File: src/rtl/cbs_pkg.sv
package cbs_pkg;
  localparam int BUS_W = 16;
  localparam int WIN_W = 13;
  localparam int TAG_W = BUS_W - WIN_W;
  localparam logic [TAG_W-1:0] WIN_TAG = 3'b011;
endpackage

File: src/rtl/cbs_decode.sv
module cbs_decode
  import cbs_pkg::*;
(
  input  logic             clk,
  input  logic             rst_n,
  input  logic [TAG_W-1:0] addr_tag,
  input  logic             mem_en_n,
  input  logic             wr_en_n,
  output logic             win_hit,
  output logic             cap_pulse
);
  // strobe level seen at the previous edge; reset as "not asserted"
  logic wr_prev_n;

  assign win_hit   = !mem_en_n && (addr_tag == WIN_TAG);
  assign cap_pulse = win_hit && !wr_en_n && wr_prev_n;

  always_ff @(posedge clk or negedge rst_n) begin
    if (!rst_n) wr_prev_n <= 1'b1;
    else        wr_prev_n <= wr_en_n;
  end

  // chip select path never active without memory enable
  assert_hit_needs_mem_R1: assert property (@(posedge clk) disable iff (!rst_n)
    mem_en_n |-> !win_hit);
endmodule

File: src/rtl/cbs_bank_reg.sv
module cbs_bank_reg #(
  parameter int SEL_BITS = 3
) (
  input  logic                clk,
  input  logic                rst_n,
  input  logic                cap_pulse,
  input  logic [SEL_BITS-1:0] cap_bits,
  output logic [SEL_BITS-1:0] bank_q
);
  always_ff @(posedge clk or negedge rst_n) begin
    if (!rst_n)         bank_q <= '0;
    else if (cap_pulse) bank_q <= cap_bits;
  end

  // register holds zero while reset is applied
  always_ff @(posedge clk) begin
    if (!rst_n) assert_reset_clear_R7: assert (bank_q == '0);
  end
endmodule

File: src/rtl/cbs_addr_gen.sv
module cbs_addr_gen
  import cbs_pkg::*;
#(
  parameter int SEL_BITS = 3
) (
  input  logic [SEL_BITS-1:0]       bank_q,
  input  logic [WIN_W-1:0]          offset,
  input  logic                      win_hit,
  output logic [WIN_W+SEL_BITS-1:0] rom_addr,
  output logic                      rom_cs_n
);
  assign rom_addr = {~bank_q, offset};
  assign rom_cs_n = !win_hit;
endmodule

File: src/rtl/cart_bank_switch.sv
module cart_bank_switch
  import cbs_pkg::*;
#(
  parameter int SEL_BITS = 3
) (
  input  logic                      clk,
  input  logic                      rst_n,
  input  logic [BUS_W-1:0]          bus_addr,
  input  logic                      mem_en_n,
  input  logic                      wr_en_n,
  output logic [WIN_W+SEL_BITS-1:0] rom_addr,
  output logic                      rom_cs_n
);
  localparam int ROM_W = WIN_W + SEL_BITS;

  generate
    if (SEL_BITS < 1 || SEL_BITS > 3) begin : g_bad_sel
      $error("SEL_BITS must lie in 1..3");
    end
  endgenerate

  logic                win_hit;
  logic                cap_pulse;
  logic [SEL_BITS-1:0] bank_q;

  cbs_decode u_decode (
    .clk       (clk),
    .rst_n     (rst_n),
    .addr_tag  (bus_addr[BUS_W-1:WIN_W]),
    .mem_en_n  (mem_en_n),
    .wr_en_n   (wr_en_n),
    .win_hit   (win_hit),
    .cap_pulse (cap_pulse)
  );

  cbs_bank_reg #(.SEL_BITS(SEL_BITS)) u_bank (
    .clk       (clk),
    .rst_n     (rst_n),
    .cap_pulse (cap_pulse),
    .cap_bits  (bus_addr[SEL_BITS:1]),
    .bank_q    (bank_q)
  );

  cbs_addr_gen #(.SEL_BITS(SEL_BITS)) u_agen (
    .bank_q   (bank_q),
    .offset   (bus_addr[WIN_W-1:0]),
    .win_hit  (win_hit),
    .rom_addr (rom_addr),
    .rom_cs_n (rom_cs_n)
  );

  // no chip select while memory enable is high
  assert_cs_idle_R1: assert property (@(posedge clk) disable iff (!rst_n)
    mem_en_n |-> rom_cs_n);

  // no write strobe, or outside the window -> bank field steady
  assert_bank_hold_R3: assert property (@(posedge clk) disable iff (!rst_n)
    (wr_en_n || mem_en_n || bus_addr[BUS_W-1:WIN_W] != WIN_TAG)
      |=> $stable(rom_addr[ROM_W-1:WIN_W]));

  // a capture lands inverted on the upper ROM lines next cycle
  assert_capture_inv_R4: assert property (@(posedge clk) disable iff (!rst_n)
    cap_pulse |=> rom_addr[ROM_W-1:WIN_W] == ~$past(bus_addr[SEL_BITS:1]));

  // strobe still low from last edge -> no second capture
  assert_single_capture_R6: assert property (@(posedge clk) disable iff (!rst_n)
    (!wr_en_n && !$past(wr_en_n)) |=> $stable(rom_addr[ROM_W-1:WIN_W]));
endmodule

File: config.mk
export PLATFORM = sky130hd
export DESIGN_NAME = cart_bank_switch
export DESIGN_NICKNAME = d
export VERILOG_FILES = /design/src/rtl/cbs_pkg.sv /design/src/rtl/cbs_decode.sv /design/src/rtl/cbs_bank_reg.sv /design/src/rtl/cbs_addr_gen.sv /design/src/rtl/cart_bank_switch.sv
export SDC_FILE = /design/constraint.sdc
export NUM_CORES = 1
export LEC_CHECK = 0
export ABC_AREA = 0
export BUFFER_PORTS_ARGS = -buffer_cell sky130_fd_sc_hd__buf_2
export CORE_AREA = 8 8 45 47
export CTS_BUF_LIST = sky130_fd_sc_hd__clkbuf_16
export DETAILED_ROUTE_END_ITERATION = 10
export DIE_AREA = 0 0 53 55
export PLACE_DENSITY_LB_ADDON = 0.3
export SETUP_SLACK_MARGIN = 0.05
export SLEW_MARGIN = 15
export SYNTH_ARGS = -nofsm -noshare
export SYNTH_HDL_FRONTEND = slang
export SYNTH_HIERARCHICAL = 1
export SYNTH_SLANG_ARGS = --single-unit
File: constraint.sdc
create_clock -name clk -period 1.35 [get_ports clk]
set_input_delay 0.0675 -clock clk [delete_from_list [all_inputs] [get_ports clk]]
set_output_delay 0.0675 -clock clk [all_outputs]
set_load 0.02 [all_outputs]
### After elaboration in Yosys (flattened, before gate mapping)

Cells that the tools add are included.

* flip-flop bits (word level): 4
* output and inout bits: 17

* equality and inequality tests: 1
* bitwise operators: 1
* reduce and logical (&&, ||, !) cells: 6

Operators with widths (number)
* $eq 3x2->1 const B: 1
* $logic_and 1x1->1: 3
* $logic_not 1->1: 3
* $not 3->3: 1

### Depth between registers and ports, before layout

Gate-level depths: netlist (run 1).

* word-level depth: 4
* gate-level depth with buffers: 3
* mapped depth without buffers: 3

### Modules after synthesis

The synthesis (run 1) kept the hierarchy.

Modules (own cells, without submodules)
* cbs_addr_gen: times used 1, cells an instance 17, area each 112.6 µm²
* cbs_bank_reg: times used 1, cells an instance 6, area each 108.9 µm²
* cbs_decode: times used 1, cells an instance 3, area each 47.5 µm²

### Worst setup path before layout (run 1)

OpenSTA, ideal clock, no wires.

* path kind: register to register
* start: reg u_decode.wr_prev_n
* end: reg u_bank.bank_q[0]
* data arrival time: 1.012 ns
* path slack: 0.213 ns
* stages on the path, launching flop included: 3
* path buffers: 0
* clock period less this slack: 1.137 ns
* cells stage by stage: dfstp_2 -> and3b_1 -> mux2_2

* cells in the longest elaborated chain, start to end: 1

RTL lines
* from (decl): line cbs_decode.sv:13 `logic wr_prev_n;`
* from (signal assigned): line cbs_decode.sv:20 `else wr_prev_n <= wr_en_n;`
* $logic_and 1x1->1: line cbs_decode.sv:16 `assign cap_pulse = win_hit && !wr_en_n && wr_prev_n;`
* named net cap_pulse: line cart_bank_switch.sv:23 `logic cap_pulse;`
* to (signal assigned): line cbs_bank_reg.sv:12 `else if (cap_pulse) bank_q <= cap_bits;`
* to (decl): line cbs_bank_reg.sv:8 `output logic [SEL_BITS-1:0] bank_q`

The timed path passes the listed nets, and every way through them passes these cells.
A chain may end at the register's enable or synchronous reset.

### Final worst setup path (run 1)

* start: in wr_en_n
* end: reg u_bank.bank_q[0]

* cells in the longest elaborated chain, start to end: 3

RTL lines
* from (decl): line cart_bank_switch.sv:10 `input logic wr_en_n,`
* $logic_not 1->1: line cbs_decode.sv:16
* $logic_and 1x1->1 (2 in a row): line cbs_decode.sv:16
* named net cap_pulse: line cart_bank_switch.sv:23

The timed path passes the listed nets, and every way through them passes these cells.

==> results.tsv, run 1 <==
stage	metric	value	unit
global_route	antenna_found_initial	0	
global_route	grt_pass1_vias	211	
yosys	synth_flop_cell	dfrtp_1	
setup_path	cp.arrival	1.34	ns
floorplan	core-area	1380	um^2
place	port_buffers	16	
setup_path	cp.required	1.46	ns
final_layout	fillerInstances	153	
detailed_routing	routed-via-count	183	
worst_hold_path	hold_path_depth	2	
status	run_status	finished, final reports clean	
setup_path	r2r_slack	0.17	ns
timing	fmax	812	MHz
timing	timing.final.crit_share	91.2	%
place	place_congestion	0.702	
detailed_routing	post_drt_wl_per_cell	11.8	um
setup_path	crit_path_top_delay_cell	dlygate4sd3_1	
floorplan	die_w	53	um
floorplan	die_y	55	um
clock_tree	cts_sinks	4	
timing	max_slew.worst_pin.slew	0.142	ns
global_route	grt.total_usage	4.87	%
power	ir_drop	504	uV
yosys	synth.top_cells.by_count	buf_4, inv_1, dfrtp_1, mux2_2	
timing	clock_skew	0.00332	ns
yosys	yosys-top-cells-area	buf_4, dfrtp_1, mux2_2	
clock_tree	clk_latency	0.22	ns
clock_tree	htreeDepth	1	
setup_path	endpoint_kind	flip-flop	
timing	tns	0	ns
worst_hold_path	hold_path_class	in2reg	
detailed_routing	detail-route-antenna-nets	0	
global_route	grt_pass1_wl	931	um
floorplan	dieArea	2920	um^2
setup_path	start_kind	input pin	
clock_tree	cts-buffers-inserted	3	
detailed_routing	via_per_inst	3.59	
power	p_per_area	1930	nW/um^2
timing	maxSlewHeadroom	90.5	%
yosys	yosys.area.top_type	buf_4	
yosys	syn_nets	46	
setup_path	crit_path_max_fanout	3	
detailed_routing	wirelength	600	um
setup_path	slowest_delay	0.53	ns
setup_path	r2r-end	u_bank/bank_q[0]	
yosys	synth_edf_count	0	
yosys	ys_seq_area_share	37.7	%
timing	finalSetupViolCount	0	
clock_tree	cts_resized	0	
detailed_routing	drtIter0Drc	1	
yosys	synthCells	26	
detailed_routing	firstDrtPassIters	2	
flow_run	max-cap-violations	0	
final_layout	area_delta_synth_final	37.7	%
global_route	grt_max_degree	5	
floorplan	row_count	14	
power	fin_total_pwr	0.715	mW
floorplan	ios	37	
timing	hold_viol	0	
setup_path	r2r_start	u_decode/wr_prev_n	
setup_path	worst-path-buf-inv	2	
clock_tree	root_buffer	clkbuf_16	
setup_path	r2r_cells	2	
setup_path	critPathKind	in2reg	
yosys	synth.top_cell.area_share	36.3	%
timing	report.final.slew_viol_count	0	
yosys	synth_cell_type_count	7	
timing	timing.final.ws_setup	0.119	ns
worst_hold_path	hp-start	bus_addr[2]	
yosys	synth-seq-cells	4	
yosys	yosys_warnings	6	
final_layout	n_antenna_cell	0	
yosys	async_flop_share	100	%
final_layout	final_core_util	26.8	%
setup_path	crit_family	buffers and inverters	
final_layout	drive_gt1_share	65.7	%
global_route	grt_overflow	0	
floorplan	start_util	19.4	%
clock_tree	cts.path.max_buffers	2	
final_layout	layout.nets	56	
worst_hold_path	min_to	u_bank/bank_q[1]	
clock_tree	cts_tree	yes	
yosys	syn-mean-instance-area	10.3	um^2
yosys	synthMostInstantiatedCell	buf_4	
place	place_ws	0.161	ns
clock_tree	clk_pin_slew	0.03	ns
timing	min_period	1.23	ns
power	power.leakage	0.196	nW
yosys	synthesis.area	269	um^2
clock_tree	postCtsHoldBufs	2	
clock_tree	cts_setup_buffers	0	
setup_path	path_cells	dlygate4sd3_1, buf_2, and3b_1, mux2_2	
timing	rsz0062_at_grt	no	
detailed_routing	drc_errors	0	
-- sequential cells by signal (all words and copies together), names as in the netlist --
signal and cells:
u_bank/bank_q 3, u_decode/wr_prev_n 1
-- placed cells by master (no fill, tap or decap), drive strengths merged --
cell type,count
inv,5
buf,16
and3b,1
and4bb,1
dfrtp,3
dlygate4sd3,2
mux2,3
dfstp,1
clkbuf,3
-- stage by stage --
stage          cells  instance area (um^2)  hold WS (ns)
6_report          51                   370        0.0928
5_1_grt           51                   370         0.107
4_1_cts           51                   370        0.0892
3_5_place_dp      45                   272        -0.118
3_3_place_gp      45                   272        -0.121
2_1_floorplan     26                   269        -0.228
-- routing by layer --
| metal | wire length (um) | track usage [%] |
|---|---|---|
| met2 | 191 | 5.47 |
| met1 | 241 | 4.27 |
| met3 | 154 | 5.08 |
| met5 | 0 | 0 |
| met4 | 12 | 6.03 |
-- worst reg2reg max path: stages (launching register included) --
cell and delay (ns):
dfstp_2 0.50, and3b_1 0.22, mux2_2 0.35
-- worst max path at each step --
stage	startpoint	end	slack, ns	depth (start not counted)
final	wr_en_n	u_bank/bank_q[0]	0.12	4
after global routing	wr_en_n	u_bank/bank_q[0]	0.07	4
after CTS	wr_en_n	u_bank/bank_q[0]	0.11	4
after detailed placement	u_decode/wr_prev_n	u_bank/bank_q[0]	0.16	2
after global placement	u_decode/wr_prev_n	u_bank/bank_q[2]	0.18	2
after floorplan	u_decode/wr_prev_n	u_bank/bank_q[0]	0.21	2
-- kinds of logic after synthesis --
group / after synthesis / synth area share (%)
buf+inv: 17 / 41.9
flops: 4 / 37.7
mux: 3 / 12.6
simple gates: 2 / 7.91
-- power breakdown --
part,total [mW],internal [mW],switching (mW)
Combinational,0.0977,0.0447,0.0530
Sequential,0.149,0.141,0.00850
Clock,0.468,0.382,0.0854
-- area by class of cell --
type                       count  area [um^2]  area share [%]
timing repair buffer          18          100            27.0
inverter                       4         15.0            4.05
multi-input combinational      5         55.1            14.9
clock buffer                   3         75.1            20.3
tap                           16         20.0            5.41
sequential                     4          101            27.4
clock inverter                 1         3.75            1.01
Power figures use the tool's default switching activity.
==> inputs of run 2 (changes only) <==
--- a/config.mk
+++ b/config.mk
@@ -7,10 +7,12 @@
 export LEC_CHECK = 0
 export ABC_AREA = 0
 export BUFFER_PORTS_ARGS = -buffer_cell sky130_fd_sc_hd__buf_2
-export CORE_AREA = 8 8 45 47
+export CELL_PAD_IN_SITES_DETAIL_PLACEMENT = 0
+export CELL_PAD_IN_SITES_GLOBAL_PLACEMENT = 1
+export CORE_MARGIN = 8
+export CORE_UTILIZATION = 17
 export CTS_BUF_LIST = sky130_fd_sc_hd__clkbuf_16
 export DETAILED_ROUTE_END_ITERATION = 10
-export DIE_AREA = 0 0 53 55
 export PLACE_DENSITY_LB_ADDON = 0.3
 export SETUP_SLACK_MARGIN = 0.05
 export SLEW_MARGIN = 15
==> results.tsv, run 2 (synthesis results as in run 1) <==
stage	metric	value	unit	change
status	run_status	finished, final reports clean		unchanged
final_layout	layout.nets	56		unchanged
setup_path	r2r_slack	0.18	ns	was 0.17 ns
power	p_per_area	1940	nW/um^2	was 1930 nW/um^2
global_route	grt_max_degree	5		unchanged
final_layout	drive_gt1_share	65.7	%	unchanged
setup_path	critPathKind	in2reg		unchanged
timing	timing.final.crit_share	91.9	%	was 91.2%
final_layout	final_common_cell	buf_2		unchanged
timing	maxSlewHeadroom	90.9	%	was 90.5%
setup_path	crit_family	buffers and inverters		unchanged
detailed_routing	wirelength	642	um	was 600 um
final_layout	area_delta_synth_final	37.7	%	unchanged
floorplan	die_w	55.8	um	was 53 um
floorplan	core-area	1490	um^2	was 1380 um^2
floorplan	die_y	55.8	um	was 55 um
floorplan	dieArea	3110	um^2	was 2920 um^2
clock_tree	root_buffer	clkbuf_16		unchanged
timing	tns	0	ns	unchanged
global_route	grt_pass1_wl	1060	um	was 931 um
setup_path	path_cells	dlygate4sd3_1, buf_2, and3b_1, mux2_2		unchanged
place	place_congestion	0.602		was 0.702
clock_tree	postCtsHoldBufs	2		unchanged
timing	report.final.slew_viol_count	0		unchanged
timing	max_slew.worst_pin.slew	0.137	ns	was 0.142 ns
detailed_routing	via_per_inst	3.76		was 3.59
timing	clock_skew	0.00553	ns	was 0.00332 ns
setup_path	cp.required	1.45	ns	was 1.46 ns
global_route	grt.total_usage	4.61	%	was 4.87%
flow_run	max-cap-violations	0		unchanged
worst_hold_path	hold_path_class	in2reg		unchanged
place	place_ws	0.180	ns	was 0.161 ns
clock_tree	cts_resized	0		unchanged
timing	timing.final.ws_setup	0.110	ns	was 0.119 ns
floorplan	row_count	14		unchanged
setup_path	worst-path-buf-inv	2		unchanged
setup_path	crit_path_max_fanout	3		unchanged
clock_tree	htreeDepth	1		unchanged
timing	finalSetupViolCount	0		unchanged
place	hpwl	515	um	
clock_tree	clk_latency	0.23	ns	was 0.22 ns
global_route	grt_overflow	0		unchanged
detailed_routing	drtIter0Drc	5		was 1
clock_tree	cts_setup_buffers	0		unchanged
place	port_buffers	16		unchanged
final_layout	n_antenna_cell	0		unchanged
setup_path	cp.arrival	1.34	ns	about the same
clock_tree	cts_sinks	4		unchanged
floorplan	start_util	18.1	%	was 19.4%
clock_tree	cts_tree	yes		unchanged
detailed_routing	drc_errors	0		unchanged
global_route	antenna_found_initial	0		unchanged
clock_tree	clk_pin_slew	0.03	ns	about the same
final_layout	mostFrequentLayoutCells	buf_2, inv_1, clkbuf_16, mux2_2, dfrtp_1		unchanged
timing	rsz0062_at_grt	no		unchanged
detailed_routing	firstDrtPassIters	3		was 2
detailed_routing	routed-via-count	192		was 183
floorplan	ios	37		unchanged
clock_tree	cts-buffers-inserted	3		unchanged
timing	hold_viol	0		unchanged
setup_path	start_kind	input pin		unchanged
detailed_routing	detail-route-antenna-nets	0		unchanged
timing	min_period	1.24	ns	was 1.23 ns
detailed_routing	post_drt_wl_per_cell	12.6	um	was 11.8 um
global_route	grt_pass1_vias	235		was 211
final_layout	largest_reg_flops	3		unchanged
setup_path	crit_path_top_delay_cell	dlygate4sd3_1		unchanged
setup_path	slowest_delay	0.53	ns	about the same
final_layout	fillerInstances	160		was 153
clock_tree	cts.path.max_buffers	2		unchanged
final_layout	regMostFlops	u_bank/bank_q		unchanged
timing	fmax	806	MHz	was 812 MHz
power	ir_drop	760	uV	was 504 uV
power	power.leakage	0.196	nW	unchanged
final_layout	largestRegisters	u_bank/bank_q x3, u_decode/wr_prev_n x1		unchanged
setup_path	endpoint_kind	flip-flop		unchanged
run 2: cell counts in the layout (fill, tap and decap cells not counted):
No cell type changed its count.
run 2: through the flow:
| stage | power [mW] | util [%] | cell area (um^2) | instances | hold slack [ns] |
|---|---|---|---|---|---|
| final | 0.719 | 24.9 | 370 | 51 | 0.0899 |
| after global routing | 0.755 | 24.9 | 370 | 51 | 0.0982 |
| after CTS | 0.732 | 24.9 | 370 | 51 | 0.0875 |
| after detailed placement | 0.248 | 18.2 | 272 | 45 | -0.125 |
| after global placement | 0.246 | 18.2 | 272 | 45 | -0.126 |
| after floorplan | 0.252 | - | 269 | 26 | -0.228 |
run 2: power by group:
group | internal (mW) | switching, mW
clock | 0.383 | 0.0873
combinational | 0.0447 | 0.0544
sequential | 0.141 | 0.00946
total | 0.568 | 0.151
run 2: worst register-to-register path, stage by stage, from the launching register on:
cell and delay, ns:
dfstp_2 0.50, and3b_1 0.21, mux2_2 0.35
run 2: final timing paths:
| kind | endpoint | from | cells past startpoint |
|---|---|---|---|
| worst max-delay path | u_bank/bank_q[1] | wr_en_n | 4 |
| worst min-delay path | u_bank/bank_q[0] | bus_addr[1] | 2 |
| worst max register to register | u_bank/bank_q[1] | u_decode/wr_prev_n | 2 |
| worst min register to register | u_bank/bank_q[0] | u_bank/bank_q[0] | 1 |
| max in group asynchronous | u_decode/wr_prev_n | rst_n | 2 |
| min in group asynchronous | u_bank/bank_q[0] | rst_n | 2 |
run 2: cell type report:
type / instances / area (um^2) / area share [%]
flip-flops and latches: 4 / 101 / 27.4
inverters: 4 / 15.0 / 4.05
clock buffers: 3 / 75.1 / 20.3
repair buffers: 18 / 100 / 27.0
well taps: 16 / 20.0 / 5.41
multi-input cells: 5 / 55.1 / 14.9
clock inverters: 1 / 3.75 / 1.01
run 2: metal layers:
layer,share of wire [%],wire length [um],GRT usage [%]
met1,27,175,2.79
met2,65,416,8.97
met3,6.9,44,3.42
met4,0.78,5,2.82
met5,0,0,0
